## config.mk

```make
export PLATFORM = sky130hd
export DESIGN_NAME = usb_susp_ctl
export DESIGN_NICKNAME = d
export VERILOG_FILES = /design/src/rtl/susp_pkg.sv /design/src/rtl/susp_idle_timer.sv /design/src/rtl/susp_drive_timer.sv /design/src/rtl/susp_fsm.sv /design/src/rtl/usb_susp_ctl.sv
export SDC_FILE = /design/constraint.sdc
export NUM_CORES = 1
export LEC_CHECK = 0
export BUFFER_PORTS_ARGS = -buffer_cell sky130_fd_sc_hd__buf_2
export CORE_MARGIN = 5
export CORE_UTILIZATION = 35
export CTS_CLUSTER_SIZE = 14
export DETAILED_ROUTE_END_ITERATION = 6
export PLACE_DENSITY = 0.6
export SLEW_MARGIN = 20
export SYNTH_ARGS = -nofsm -noshare
export SYNTH_HDL_FRONTEND = slang
export SYNTH_SLANG_ARGS = --single-unit
```

## constraint.sdc

```tcl
create_clock -name clk -period 4 [get_ports clk]
set_clock_uncertainty 0.05 [all_clocks]
set_input_delay 0.6 -clock clk [delete_from_list [all_inputs] [get_ports clk]]
set_output_delay 0.6 -clock clk [all_outputs]
set_load 0.005 [all_outputs]
```

## src/rtl/susp_pkg.sv

```systemverilog
package susp_pkg;

  typedef enum logic [1:0] {
    ST_ACT  = 2'd0,
    ST_SUSP = 2'd1,
    ST_RES  = 2'd2
  } susp_st_e;

endpackage

```

## src/rtl/susp_idle_timer.sv

```systemverilog
// Counts consecutive idle cycles while the link is active and flags the
// cycle in which the programmed idle period is reached.
module susp_idle_timer #(
  parameter int CNT_W = 20,
  parameter int DFLT  = 750000
) (
  input  logic             clk,
  input  logic             rst_n,
  input  logic             run,
  input  logic             line_active,
  input  logic [CNT_W-1:0] idle_cycles,
  output logic             hit
);

  localparam logic [CNT_W-1:0] DFLT_V = CNT_W'(DFLT);

  logic [CNT_W-1:0] cnt_q, cnt_d, lim;
  logic [CNT_W:0]   cnt_inc;
  logic             cnt_en;

  always_comb begin
    lim     = (idle_cycles == '0) ? DFLT_V : idle_cycles;
    cnt_inc = {1'b0, cnt_q} + {{CNT_W{1'b0}}, 1'b1};
    hit     = run && !line_active && (cnt_inc >= {1'b0, lim});
    cnt_en  = run || (cnt_q != '0);
    if (!run || line_active || hit) cnt_d = '0;
    else                            cnt_d = cnt_inc[CNT_W-1:0];
  end

  always_ff @(posedge clk or negedge rst_n) begin
    if (!rst_n)      cnt_q <= '0;
    else if (cnt_en) cnt_q <= cnt_d;
  end

  // each idle cycle below the limit advances the count by one
  a_r1_idle_count: assert property (@(posedge clk) disable iff (!rst_n)
    (run && !line_active && !hit) |=> (cnt_q == $past(cnt_q) + 1'b1));

  // activity restarts the count
  a_r1_activity_restart: assert property (@(posedge clk) disable iff (!rst_n)
    line_active |=> (cnt_q == '0));

endmodule

```

## src/rtl/susp_drive_timer.sv

```systemverilog
// Times the resume drive: loaded with the duration, counts down while running.
module susp_drive_timer #(
  parameter int MS_CYCLES = 250000,
  parameter int DUR_W     = 22
) (
  input  logic       clk,
  input  logic       rst_n,
  input  logic       load,
  input  logic       run,
  input  logic [3:0] res_ms,
  output logic       done
);

  localparam logic [DUR_W-1:0] MS_V = DUR_W'(MS_CYCLES);

  logic [DUR_W-1:0] cnt_q, cnt_d, dur;
  logic [3:0]       ms_eff;
  logic             cnt_en;

  always_comb begin
    ms_eff = (res_ms == 4'd0) ? 4'd1 : res_ms;
    dur    = DUR_W'(ms_eff) * MS_V;
    done   = run && (cnt_q == '0);
    cnt_en = load || (run && (cnt_q != '0));
    if (load) cnt_d = dur - 1'b1;
    else      cnt_d = cnt_q - 1'b1;
  end

  always_ff @(posedge clk or negedge rst_n) begin
    if (!rst_n)      cnt_q <= '0;
    else if (cnt_en) cnt_q <= cnt_d;
  end

  // a load sets up a drive of the full programmed length
  a_r8_load_len: assert property (@(posedge clk) disable iff (!rst_n)
    load |=> (cnt_q == $past(dur) - 1'b1));

  // the countdown is monotonic while the drive runs
  a_r8_countdown: assert property (@(posedge clk) disable iff (!rst_n)
    (run && !load && cnt_q != '0) |=> (cnt_q == $past(cnt_q) - 1'b1));

endmodule

```

## src/rtl/susp_fsm.sv

```systemverilog
// Suspend/resume state machine with status, error and wakeup-grant flags.
module susp_fsm
  import susp_pkg::*;
(
  input  logic     clk,
  input  logic     rst_n,
  input  logic     line_active,
  input  logic     susp_sig,
  input  logic     port_dis,
  input  logic     force_res,
  input  logic     rwu_set,
  input  logic     rwu_clr,
  input  logic     susp_w1c,
  input  logic     err_w1c,
  input  logic     idle_hit,
  input  logic     drive_done,
  output susp_st_e state,
  output logic     drive_load,
  output logic     susp_flag,
  output logic     low_power,
  output logic     rwu_en,
  output logic     wake_err
);

  susp_st_e st_q, st_d;
  logic     flag_q, flag_d, lp_q, lp_d, rwu_q, rwu_d, err_q, err_d;
  logic     enter_susp, back_active, err_set;

  // next state
  always_comb begin
    st_d       = st_q;
    drive_load = 1'b0;
    err_set    = 1'b0;
    unique case (st_q)
      ST_ACT: begin
        if (idle_hit || susp_sig || port_dis) st_d = ST_SUSP;
      end
      ST_SUSP: begin
        if (line_active) begin
          st_d = ST_ACT;
        end else if (force_res && rwu_q) begin
          st_d       = ST_RES;
          drive_load = 1'b1;
        end else if (force_res) begin
          err_set = 1'b1;
        end
      end
      ST_RES: begin
        if (drive_done) st_d = ST_ACT;
      end
      default: st_d = ST_ACT;
    endcase
  end

  // next flags
  always_comb begin
    enter_susp = (st_q == ST_ACT) && (st_d == ST_SUSP);
    back_active = (st_q != ST_ACT) && (st_d == ST_ACT);

    flag_d = flag_q;
    if (susp_w1c || back_active) flag_d = 1'b0;
    if (enter_susp)              flag_d = 1'b1;

    lp_d = (st_q == ST_SUSP) && (st_d == ST_SUSP);

    rwu_d = rwu_q;
    if (rwu_set) rwu_d = 1'b1;
    if (rwu_clr) rwu_d = 1'b0;

    err_d = err_q;
    if (err_w1c) err_d = 1'b0;
    if (err_set) err_d = 1'b1;
  end

  always_ff @(posedge clk or negedge rst_n) begin
    if (!rst_n) begin
      st_q   <= ST_ACT;
      flag_q <= 1'b0;
      lp_q   <= 1'b0;
      rwu_q  <= 1'b0;
      err_q  <= 1'b0;
    end else begin
      st_q   <= st_d;
      flag_q <= flag_d;
      lp_q   <= lp_d;
      rwu_q  <= rwu_d;
      err_q  <= err_d;
    end
  end

  assign state     = st_q;
  assign susp_flag = flag_q;
  assign low_power = lp_q;
  assign rwu_en    = rwu_q;
  assign wake_err  = err_q;

  // suspend signalling or a disabled port suspends at once
  a_r2_sig_entry: assert property (@(posedge clk) disable iff (!rst_n)
    (st_q == ST_ACT && (susp_sig || port_dis)) |=> (st_q == ST_SUSP && flag_q));

  // host activity while suspended wins over a wake request
  a_r5_host_wake: assert property (@(posedge clk) disable iff (!rst_n)
    (st_q == ST_SUSP && line_active) |=> (st_q == ST_ACT && !flag_q && !lp_q));

  // a wake request while active cannot start a drive
  a_r6_active_ignore: assert property (@(posedge clk) disable iff (!rst_n)
    (st_q == ST_ACT) |=> (st_q != ST_RES));

  // a withdrawn grant is gone on the next cycle
  a_r7_rwu_clear: assert property (@(posedge clk) disable iff (!rst_n)
    rwu_clr |=> !rwu_q);

  // the error bit is sticky until cleared
  a_r9_err_sticky: assert property (@(posedge clk) disable iff (!rst_n)
    (err_q && !err_w1c) |=> err_q);

  // the low-power hint only appears while suspended
  a_r10_lp_in_susp: assert property (@(posedge clk) disable iff (!rst_n)
    lp_q |-> (st_q == ST_SUSP));

  // a running drive is never cut short by line activity
  a_r11_drive_hold: assert property (@(posedge clk) disable iff (!rst_n)
    (st_q == ST_RES && !drive_done) |=> (st_q == ST_RES));

endmodule

```

## src/rtl/usb_susp_ctl.sv

```systemverilog
module usb_susp_ctl
  import susp_pkg::*;
#(
  parameter int MS_CYCLES = 250000,
  parameter int CNT_W     = 20
) (
  input  logic             clk,
  input  logic             rst_n,
  input  logic             line_active,
  input  logic             susp_sig,
  input  logic             port_dis,
  input  logic [CNT_W-1:0] idle_cycles,
  input  logic [3:0]       res_ms,
  input  logic             force_res,
  input  logic             rwu_set,
  input  logic             rwu_clr,
  input  logic             susp_ie,
  input  logic             susp_w1c,
  input  logic             err_w1c,
  output logic             susp_flag,
  output logic             susp_irq,
  output logic             drive_resume,
  output logic             low_power,
  output logic             rwu_en,
  output logic             wake_err
);

  localparam int IDLE_DFLT = 3 * MS_CYCLES;
  localparam int DUR_W     = $clog2(15 * MS_CYCLES + 1);

  susp_st_e state;
  logic     idle_hit, drive_done, drive_load;

  susp_idle_timer #(
    .CNT_W (CNT_W),
    .DFLT  (IDLE_DFLT)
  ) idle_i (
    .clk         (clk),
    .rst_n       (rst_n),
    .run         (state == ST_ACT),
    .line_active (line_active),
    .idle_cycles (idle_cycles),
    .hit         (idle_hit)
  );

  susp_drive_timer #(
    .MS_CYCLES (MS_CYCLES),
    .DUR_W     (DUR_W)
  ) drive_i (
    .clk    (clk),
    .rst_n  (rst_n),
    .load   (drive_load),
    .run    (state == ST_RES),
    .res_ms (res_ms),
    .done   (drive_done)
  );

  susp_fsm fsm_i (
    .clk         (clk),
    .rst_n       (rst_n),
    .line_active (line_active),
    .susp_sig    (susp_sig),
    .port_dis    (port_dis),
    .force_res   (force_res),
    .rwu_set     (rwu_set),
    .rwu_clr     (rwu_clr),
    .susp_w1c    (susp_w1c),
    .err_w1c     (err_w1c),
    .idle_hit    (idle_hit),
    .drive_done  (drive_done),
    .state       (state),
    .drive_load  (drive_load),
    .susp_flag   (susp_flag),
    .low_power   (low_power),
    .rwu_en      (rwu_en),
    .wake_err    (wake_err)
  );

  assign drive_resume = (state == ST_RES);
  assign susp_irq     = susp_flag & susp_ie;

  // the interrupt follows the flag under its enable
  a_r3_irq_mask: assert property (@(posedge clk) disable iff (!rst_n)
    susp_irq |-> (susp_flag && susp_ie));

  // a drive ends with the flag cleared
  a_r8_end_clear: assert property (@(posedge clk) disable iff (!rst_n)
    $fell(drive_resume) |-> !susp_flag);

endmodule

```

==> results.yml <==
final_layout:
  layout-drive-gt1-share: 0.169
  n_antenna_cell: 0
  area_growth_pct: 17.6
  multi_input_area_sq_um: 2860
  final_cell_mix: "48 x dfrtp_1, 42 x ha_1, 40 x buf_2"
  fillCellCount: 1179
  nets: 626
  final_core_util: 0.415
  mostFrequentLayoutCell: "dfrtp_1"
  fin_cells: 691
  regArea_sq_um: 1200
die:
  row_count: 40
  start_util: 0.353
  fp.coreArea_sq_um: 11900
  ios: 41
  die_h_um: 119
  dieWidth_um: 119
  dieArea_sq_um: 14200
logic_synthesis:
  synthFlopType: "dfrtp_1"
  yosysSeqAreaShare: 0.287
  synth_top_area_frac: 0.287
  async_reset_ff_frac: 1.00
  synthesis.nets: 568
  synth_cell_types: 58
  synthesis.area_sq_um: 4180
  yosysWarnings: 0
  yosys-top-cells-area: "dfrtp_1 29%, ha_1 13%, xnor2_1 5.9%"
  synth_area_per_cell_sq_um: 8.62
  ys_ff_latch: 48
  postSynthCellCount: 485
  yosysTopAreaCell: "dfrtp_1"
  synth_enable_flop_cells: 0
timing:
  max_clock_freq_ghz: 0.262
  tightest_slew_ns: 0.814
  finalSetupViolCount: 0
  fin_ws_ns: 0.178
  hold_viol: 0
  period_share: 0.955
  grt_setup_unrepaired: "no"
  finalSetupTns_ns: 0
  slew_violations: 0
  slew_headroom: 0.456
  fin_crit_ns: 3.82
setup_path:
  worstSetupStartpointType: "input pin"
  cp_max_fo: 4
  cpMaxStageDelayCell: "fa_2"
  cp_slowest_stage_delay_ns: 0.56
  crit-reg2reg-launch: "idle_i.cnt_q[2]$_DFFE_PN0P_"
  path_buf_inv: 3
  r2r_cells: 11
  path_class: "input pin to flop"
  crit_top_cell: "inv_1"
  r2r-end: "fsm_i.susp_flag$_DFFE_PN0P_"
  arrival_ns: 3.99
  cp_top_family: "simple AND/OR/NAND/NOR gates"
  required_ns: 4.17
  crit_chain: "buf_2 -> inv_1 -> ha_4 -> or3b_4 -> nand2_4 -> ha_1 -> inv_1 -> fa_1 -> fa_2 -> nor3b_1 -> o211ai_1 -> nand3b_1 -> or4_1 -> a31oi_1"
  endpoint_kind: "flop"
  r2r_setup_slack_ns: 0.62
  critPathLaunch: "res_ms[2]"
worst_hold_path:
  hp-class: "input pin to async pin"
clock_network:
  cts-htree-levels: 2
  cts_root_buf: "clkbuf_16"
  cts_tree: "yes"
  post_cts.repair.setup_buffers: 0
  cts.path.max_buffers: 2
  worstSkewPairLatency_ns: 0.29
  clkSlewWorstSetupHoldPaths_ns: 0.07
  numCtsBuffers: 5
  cts_sinks: 48
power:
  p_per_area_nw_per_um2: 394
  p_leak_nw: 2.17
  ir_worst_vdd_v: 0.000250
  total_power_w: 0.00194
route:
  drt_first_iter_violations: 149
  wl_per_cell_um: 14.8
  drtPass1Iterations: 4
  vias: 3665
  drc: 0
  wirelength_um: 10200
  ant_nets: 0
  vias_per_cell: 5.30
outcome:
  run_status: "completed"
run:
  cap_violations: 0
placement:
  io_buffers: 40
  hpwlAfterDp_um: 8350
  dp.cells: 683
  place_ws_ns: -0.143
  gp_congestion: 0.850
global_route:
  grt_pass1_wl_um: 17000
  grt_max_degree: 28
  antenna_found_initial: 0
  grt_pass1_vias: 3566
  grt_overflow_total: 0
  track_usage: 0.145
## worst reg2reg max path: cells and delay by family, from the launching register on
family / cells / cell delay, ns
compound gates: 5 / 1.30
simple gates: 4 / 0.88
flops: 1 / 0.47
fa+ha+maj: 1 / 0.29
xor+xnor: 1 / 0.28
## worst max path at each step
stage | endpoint | slack, ns | depth (start not counted)
2_1_floorplan | drive_i.cnt_q[21]$_DFFE_PN0P_ | 0.05 | 14
3_3_place_gp | drive_i.cnt_q[21]$_DFFE_PN0P_ | -0.05 | 14
3_5_place_dp | drive_i.cnt_q[17]$_DFFE_PN0P_ | -0.14 | 15
4_1_cts | drive_i.cnt_q[17]$_DFFE_PN0P_ | 0.15 | 15
5_1_grt | drive_i.cnt_q[17]$_DFFE_PN0P_ | 0.04 | 15
6_report | drive_i.cnt_q[21]$_DFFE_PN0P_ | 0.18 | 14
## synthesized netlist by cell type, types with 4 or more instances
master and n:
dfrtp_1 48, ha_1 43, nand2_1 37, inv_1 35
nor2_1 35, xnor2_1 28, nor2b_1 26, o21ai_0 24
xor2_1 17, nor4_1 16, a21oi_1 15, nand3_1 15
nor3_1 15, clkbuf_1 10, o211ai_1 9, and4_1 7
nand2b_1 7, nand4_1 7, and2_1 5, fa_1 5
mux2i_1 5, nand3b_1 5, and3_1 4, nor3b_1 4
nor4b_1 4, o21bai_1 4, or2_2 4, or3_1 4
## what timing repair did
action | in CTS | in global routing
hold buffers | 0 | 0
endpoints found under the setup margin | 0 | 2
endpoints found under the hold margin | 0 | 0
resized for setup | 0 | 1
## cells by family (layout without fill, tap and decap cells)
family                   Yosys count  in the layout  synth area share
flip-flops                        48             48             0.287
AND/OR/NAND/NOR                  206            206             0.272
adder cells (fa/ha/maj)           48             48             0.153
multiplexers                       6              6            0.0147
buffers and inverters             47            106            0.0425
XOR/XNOR                          45             45            0.0942
AO/OA/AOI/OAI                     85             85             0.137
## routing by layer
layer	global-route usage	vias up	part of all wire
li1	-	1852	-
met1	0.189	1762	0.48
met2	0.252	44	0.49
met3	0.0214	7	0.022
met4	0.0344	0	0.011
met5	0	-	0
## registers in the layout (all words and copies together), names as in the netlist
register / count
drive_i.cnt_q: 22
fsm_i.low_power: 1
fsm_i.rwu_en: 1
fsm_i.state: 2
fsm_i.susp_flag: 1
fsm_i.wake_err: 1
idle_i.cnt_q: 20
## report_power, final
part | internal, W | switching, W | leakage, nW
clock network | 0.000297 | 0.000188 | 0.0804
registers | 0.000613 | 0.000147 | 0.599
logic | 0.000333 | 0.000359 | 1.49
## metrics by stage
step,area [sq um],hold slack [ns]
2_1_floorplan,4240,0.254
3_3_place_gp,4740,0.439
3_5_place_dp,4740,0.451
4_1_cts,4910,0.305
5_1_grt,4920,0.337
6_report,4920,0.270
## final cells by class
type / count / area share
clock buffer: 5 / 0.0254
clock inverter: 3 / 0.00941
inverter: 35 / 0.0277
multi-input combinational: 390 / 0.580
sequential: 48 / 0.244
tap: 147 / 0.0374
timing repair buffer: 63 / 0.0758
Note: power is estimated with default switching activity, not from simulation.
